$ cat config.mk
export PLATFORM = sky130hd
export DESIGN_NAME = bank_xlate
export DESIGN_NICKNAME = d
export VERILOG_FILES = /design/src/rtl/bank_xlate.sv
export SDC_FILE = /design/constraint.sdc
export NUM_CORES = 1
export LEC_CHECK = 0
export BUFFER_PORTS_ARGS = -buffer_cell sky130_fd_sc_hd__buf_2
export CAP_MARGIN = 40
export CORE_AREA = 2 2 39 41
export DETAILED_ROUTE_END_ITERATION = 6
export DIE_AREA = 0 0 41 43
export PLACE_DENSITY = 0.7
export REMOVE_ABC_BUFFERS = 1
export SLEW_MARGIN = 0
export SYNTH_ARGS = -nofsm -noshare
export SYNTH_HDL_FRONTEND = slang
export SYNTH_SLANG_ARGS = --single-unit
$ cat constraint.sdc
create_clock -name vclk -period 1.01
set_input_delay 0.101 -clock vclk [all_inputs]
set_output_delay 0.101 -clock vclk [all_outputs]
set_load 0.05 [all_outputs]
$ cat src/rtl/bank_xlate.sv
module bank_xlate #(
  parameter int PRG_BANKS = 8,
  parameter int CHR_BANKS = 16,
  parameter int OFF_W     = 17
) (
  input  logic [4:0]       ctrl,
  input  logic [3:0]       prg_bank,
  input  logic [4:0]       chr_bank_a,
  input  logic [4:0]       chr_bank_b,
  input  logic [15:0]      addr,
  output logic [1:0]       region,
  output logic [OFF_W-1:0] phys_off,
  output logic [1:0]       mirror
);
  localparam int PBW  = $clog2(PRG_BANKS);
  localparam int CBW  = $clog2(CHR_BANKS);
  localparam int PNEED = PBW + 14;
  localparam int CNEED = CBW + 12;

  localparam logic [1:0] RG_NONE = 2'd0;
  localparam logic [1:0] RG_GFX  = 2'd1;
  localparam logic [1:0] RG_WRAM = 2'd2;
  localparam logic [1:0] RG_PRG  = 2'd3;

  if (OFF_W < PNEED || OFF_W < CNEED || OFF_W < 13) begin : g_width_bad
    $error("OFF_W too narrow for the configured bank counts");
  end

  wire chr_win = addr[12];
  wire prg_win = addr[14];

  logic [4:0] chr_idx;
  logic [3:0] prg_idx;

  always_comb begin
    if (ctrl[4]) chr_idx = chr_win ? chr_bank_b : chr_bank_a;
    else         chr_idx = {chr_bank_a[4:1], chr_win};
  end

  always_comb begin
    case (ctrl[3:2])
      2'd2:    prg_idx = prg_win ? prg_bank : 4'd0;
      2'd3:    prg_idx = prg_win ? 4'hF : prg_bank;
      default: prg_idx = {prg_bank[3:1], prg_win};
    endcase
  end

  wire [PBW-1:0]   prg_sel = PBW'(prg_idx);
  wire [CBW-1:0]   chr_sel = CBW'(chr_idx);
  wire [PNEED-1:0] prg_off = {prg_sel, addr[13:0]};
  wire [CNEED-1:0] chr_off = {chr_sel, addr[11:0]};

  always_comb begin
    if (addr[15]) begin
      region   = RG_PRG;
      phys_off = OFF_W'(prg_off);
    end else if (addr[14:13] == 2'b11) begin
      region   = RG_WRAM;
      phys_off = OFF_W'(addr[12:0]);
    end else if (addr[14:13] == 2'b00) begin
      region   = RG_GFX;
      phys_off = OFF_W'(chr_off);
    end else begin
      region   = RG_NONE;
      phys_off = '0;
    end
  end

  assign mirror = ctrl[1:0];
endmodule

# == After elaboration in Yosys (flattened, before gate mapping) ==
# Index checks and enable logic that the tools add are counted.
# classes
n_eq_ne,3
muxes,11
n_reduce_logical,1
# ops
cell,count
two-way mux 16 bit,2
two-way mux 17 bit,1
two-way mux 4 bit,2
"== test 2 bit, second input constant",3
two-way mux 3 bit,2
one-hot mux 3 bit (2 select lines),1
two-way mux 2 bit,2
zero test 2 bit,1
two-way mux 1 bit,1
# word_totals
regBits,0
elab_cells,15

# == Logic depth before layout (Yosys ltp) ==
# depth
word_depth,5
ltp_mapped,5

# == Least setup slack after synthesis ==
# Ideal clock, no wire load.
# synth_timing
kind,input port to output port
from,in addr[14]
to,out phys_off[13]
arrival_time_ns,1.660
required_ns,0.909
slack_ns,-0.751
path_stages,3
path_buffers,1
path_cell_list,buf_6 > or3_4 > o21ai_0
# synth_via
elab_chain_cells,4
word_cells_on_any_way,5
# synth_rtl
item,line_no,source
start: declaration,10,"input logic [15:0] addr,"
zero test 2 bit,60,end else if (addr[14:13] == 2'b00) begin
two-way mux 16 bit,60,
two-way mux 16 bit (*),57,end else if (addr[14:13] == 2'b11) begin
two-way mux 17 bit (*),54,if (addr[15]) begin
end: declaration,12,"output logic [OFF_W-1:0] phys_off,"
# Every way passes the cells marked *; elsewhere a longest branch is shown, timed or not.

# == Final worst setup path ==
# layout_timing
from,in addr[15]
to,out phys_off[12]
# layout_via
elab_chain_cells,1
# layout_rtl
item,line_no
two-way mux 17 bit,54
# Every way passes these cells.

==> impl_results.md <==
* Die Width at slightly above 40 µm
* Max Clk Rate at approximately 900 MHz
* Largest area contributor in the netlist: nor2b_2
* Synth Instances at 45
* Crit path required time at approximately 0.91 ns
* Crit path cell chain: buf_8 -> buf_12 -> nor3_4 -> nand3_1 -> mux2i_1 -> buf_4
* P&R area growth vs syn at 197%
* Yosys cell types at 19
* Setup TNS at -0.721 ns
* Vias/cell at roughly 4.8
* Largest net degree at the start of global routing at 7
* Critical path peak fanout at 4
* Clock buffer count at 0
* Status: finished, violations left
* CP delay by family, top: buffers and inverters
* Max VDD drop at about 310 µV
* Initial antenna violation count at 0
* Sequential-to-total area share from yosys stat at 0
* Syn Std Cell Area at 330 µm²
* GRT overflow at 0
* 1st-pass router iterations at 4
* Clock period minus worst slack at around 1.1 ns
* DR DRC count at 0
* Die height at around 43 µm
* Int Power at roughly 320 µW
* Effective utilization at floorplan at 0.239
* P_sw at about 400 µW
* GP Congestion at between 0.7 and 0.8
* Core Box Area at ~1400 µm²
* Worst-Margin Slew at 0.283 ns
* Worst hold slack at 0.202 ns
* Area share of the largest cell type after synthesis at 0.265
* Crit path max-delay cell type: buf_4
* Clk pwr share at 0
* DRT Wirelength at about 1800 µm
* Total number of vias at 567
* N_diodes at 0
* DRT iter0 DRCs at 6
* RSZ-0062 raised after global routing: true
* CP max stage delay at between 0.2 and 0.25 ns
* Pleak at 0.500 nW
* Synthesis Warnings at 0
* Post-layout nets at 139
* Share of cells above drive strength 1 at 0.824
* Pins over their slew limit at 0
* Hold Crit Endpoint: mirror[0]
* Area contributors post-synth: nor2b_2 27%, mux2i_1 12%, buf_6 6.8%
* Fin worst setup slack at -0.100 ns
* Maxcap violations at 0
* Synth cell count leaders: 10 x nor2b_2, 4 x mux2i_1, 4 x nand2_1
* Number of port buffers at 49
* Mean Syn Cell Area at approximately 7.3 µm²
* Max transition margin at 0.811
* Combinational share of power at 1.000
* Crit path DAT at 1.01 ns
* Critical path class: input pin to output port
* Cell Rows at 14
* Die area at between 1500 and 2000 µm²
* Sw Ratio at 0.551
* PwrDens at roughly 730 nW/µm²
* Vias in the first global route at 506
* Power Total at 716 µW
* Hold path depth at 0
* Failing checks: setup timing
* Wirelength per Cell at between 15 and 20 µm
* Flip-flop and latch count at 0
* Power share of the sequential group at 0
* Count leader, synth: nor2b_2
* Post-DP HPWL at ~900 µm
* Sequential cell area at 0 µm²
* Final Hold Vio Count at 0
* First-pass GRT wire length at 2170 µm
* Total track usage at 0.172
* Worst setup EP type: output port
* Startpoint types: input pin
* Antenna viol nets, final at 0
* Hold crit path type: input pin to output port
* Final setup viols at 16
* Final period utilization at 1.10
* Hold path start: ctrl[0]
* Crit path buffers/inverters at 3
* Ports at 56
how the worst max path moves through the flow:
| stage | depth (start not counted) | end | slack [ns] | start |
|---|---|---|---|---|
| 2_1_floorplan | 2 | phys_off[13] | -0.68 | addr[15] |
| 3_3_place_gp | 5 | phys_off[0] | -0.24 | addr[14] |
| 3_5_place_dp | 5 | phys_off[1] | -0.29 | addr[14] |
| 4_1_cts | 4 | phys_off[15] | -0.08 | addr[13] |
| 5_1_grt | 6 | phys_off[12] | -0.13 | addr[14] |
| 6_report | 6 | phys_off[12] | -0.10 | addr[15] |
per-stage QoR:
| step | setup WS, ns | util | std cells | cell area (µm²) |
|---|---|---|---|---|
| 2_1_floorplan | -0.684 | - | 40 | 288 |
| 3_3_place_gp | -0.240 | 0.447 | 112 | 618 |
| 3_5_place_dp | -0.290 | 0.447 | 112 | 618 |
| 4_1_cts | -0.0814 | 0.646 | 118 | 895 |
| 5_1_grt | -0.133 | 0.709 | 118 | 981 |
| 6_report | -0.100 | 0.709 | 118 | 981 |
logic make-up after synthesis:
group,synth area share
AOI/OAI and AO/OA,0.205
xor gates and xnor gates,0.0265
and+or+nand+nor,0.519
buffers and inverters,0.129
muxes,0.121
per-layer routing:
layer	up-vias	GRT usage	routed length (µm)
li1	270	-	-
met5	-	0	0
met2	39	0.328	983
met1	258	0.197	581
met3	0	0.0262	207
met4	0	0	0
cells in the final DEF, fill, tap and decap left out, drive strengths merged, types with 2 or more instances in the layout:
cell type	netlist	final
nand2b	2	2
o221ai	2	2
mux2i	4	4
nor2b	13	13
a21o	2	2
buf	5	62
a21oi	3	3
nand2	4	4
nand3	3	3
layout make-up:
| class | instances | area [µm²] |
|---|---|---|
| fill | 100 | 403 |
| multi-input combinational | 40 | 427 |
| timing repair buffer | 62 | 534 |
| tap | 16 | 20.0 |
power by group through the flow:
stage                     sequential [mW]  clock, mW  combinational [mW]
after CTS                               0          0               0.646
after global placement                  0          0               0.469
after detailed placement                0          0               0.473
final                                   0          0               0.716
after floorplan                         0          0               0.313
after global routing                    0          0               0.750
repair_timing:
| item | in CTS | in global routing |
|---|---|---|
| setup endpoints to repair | 16 | 17 |
| gates resized for setup | 59 | 19 |
| hold buffers | 0 | 0 |
| pin swaps | 5 | 3 |
| setup buffers | 7 | 0 |
No activity file was read; power rests on OpenSTA's default activity.
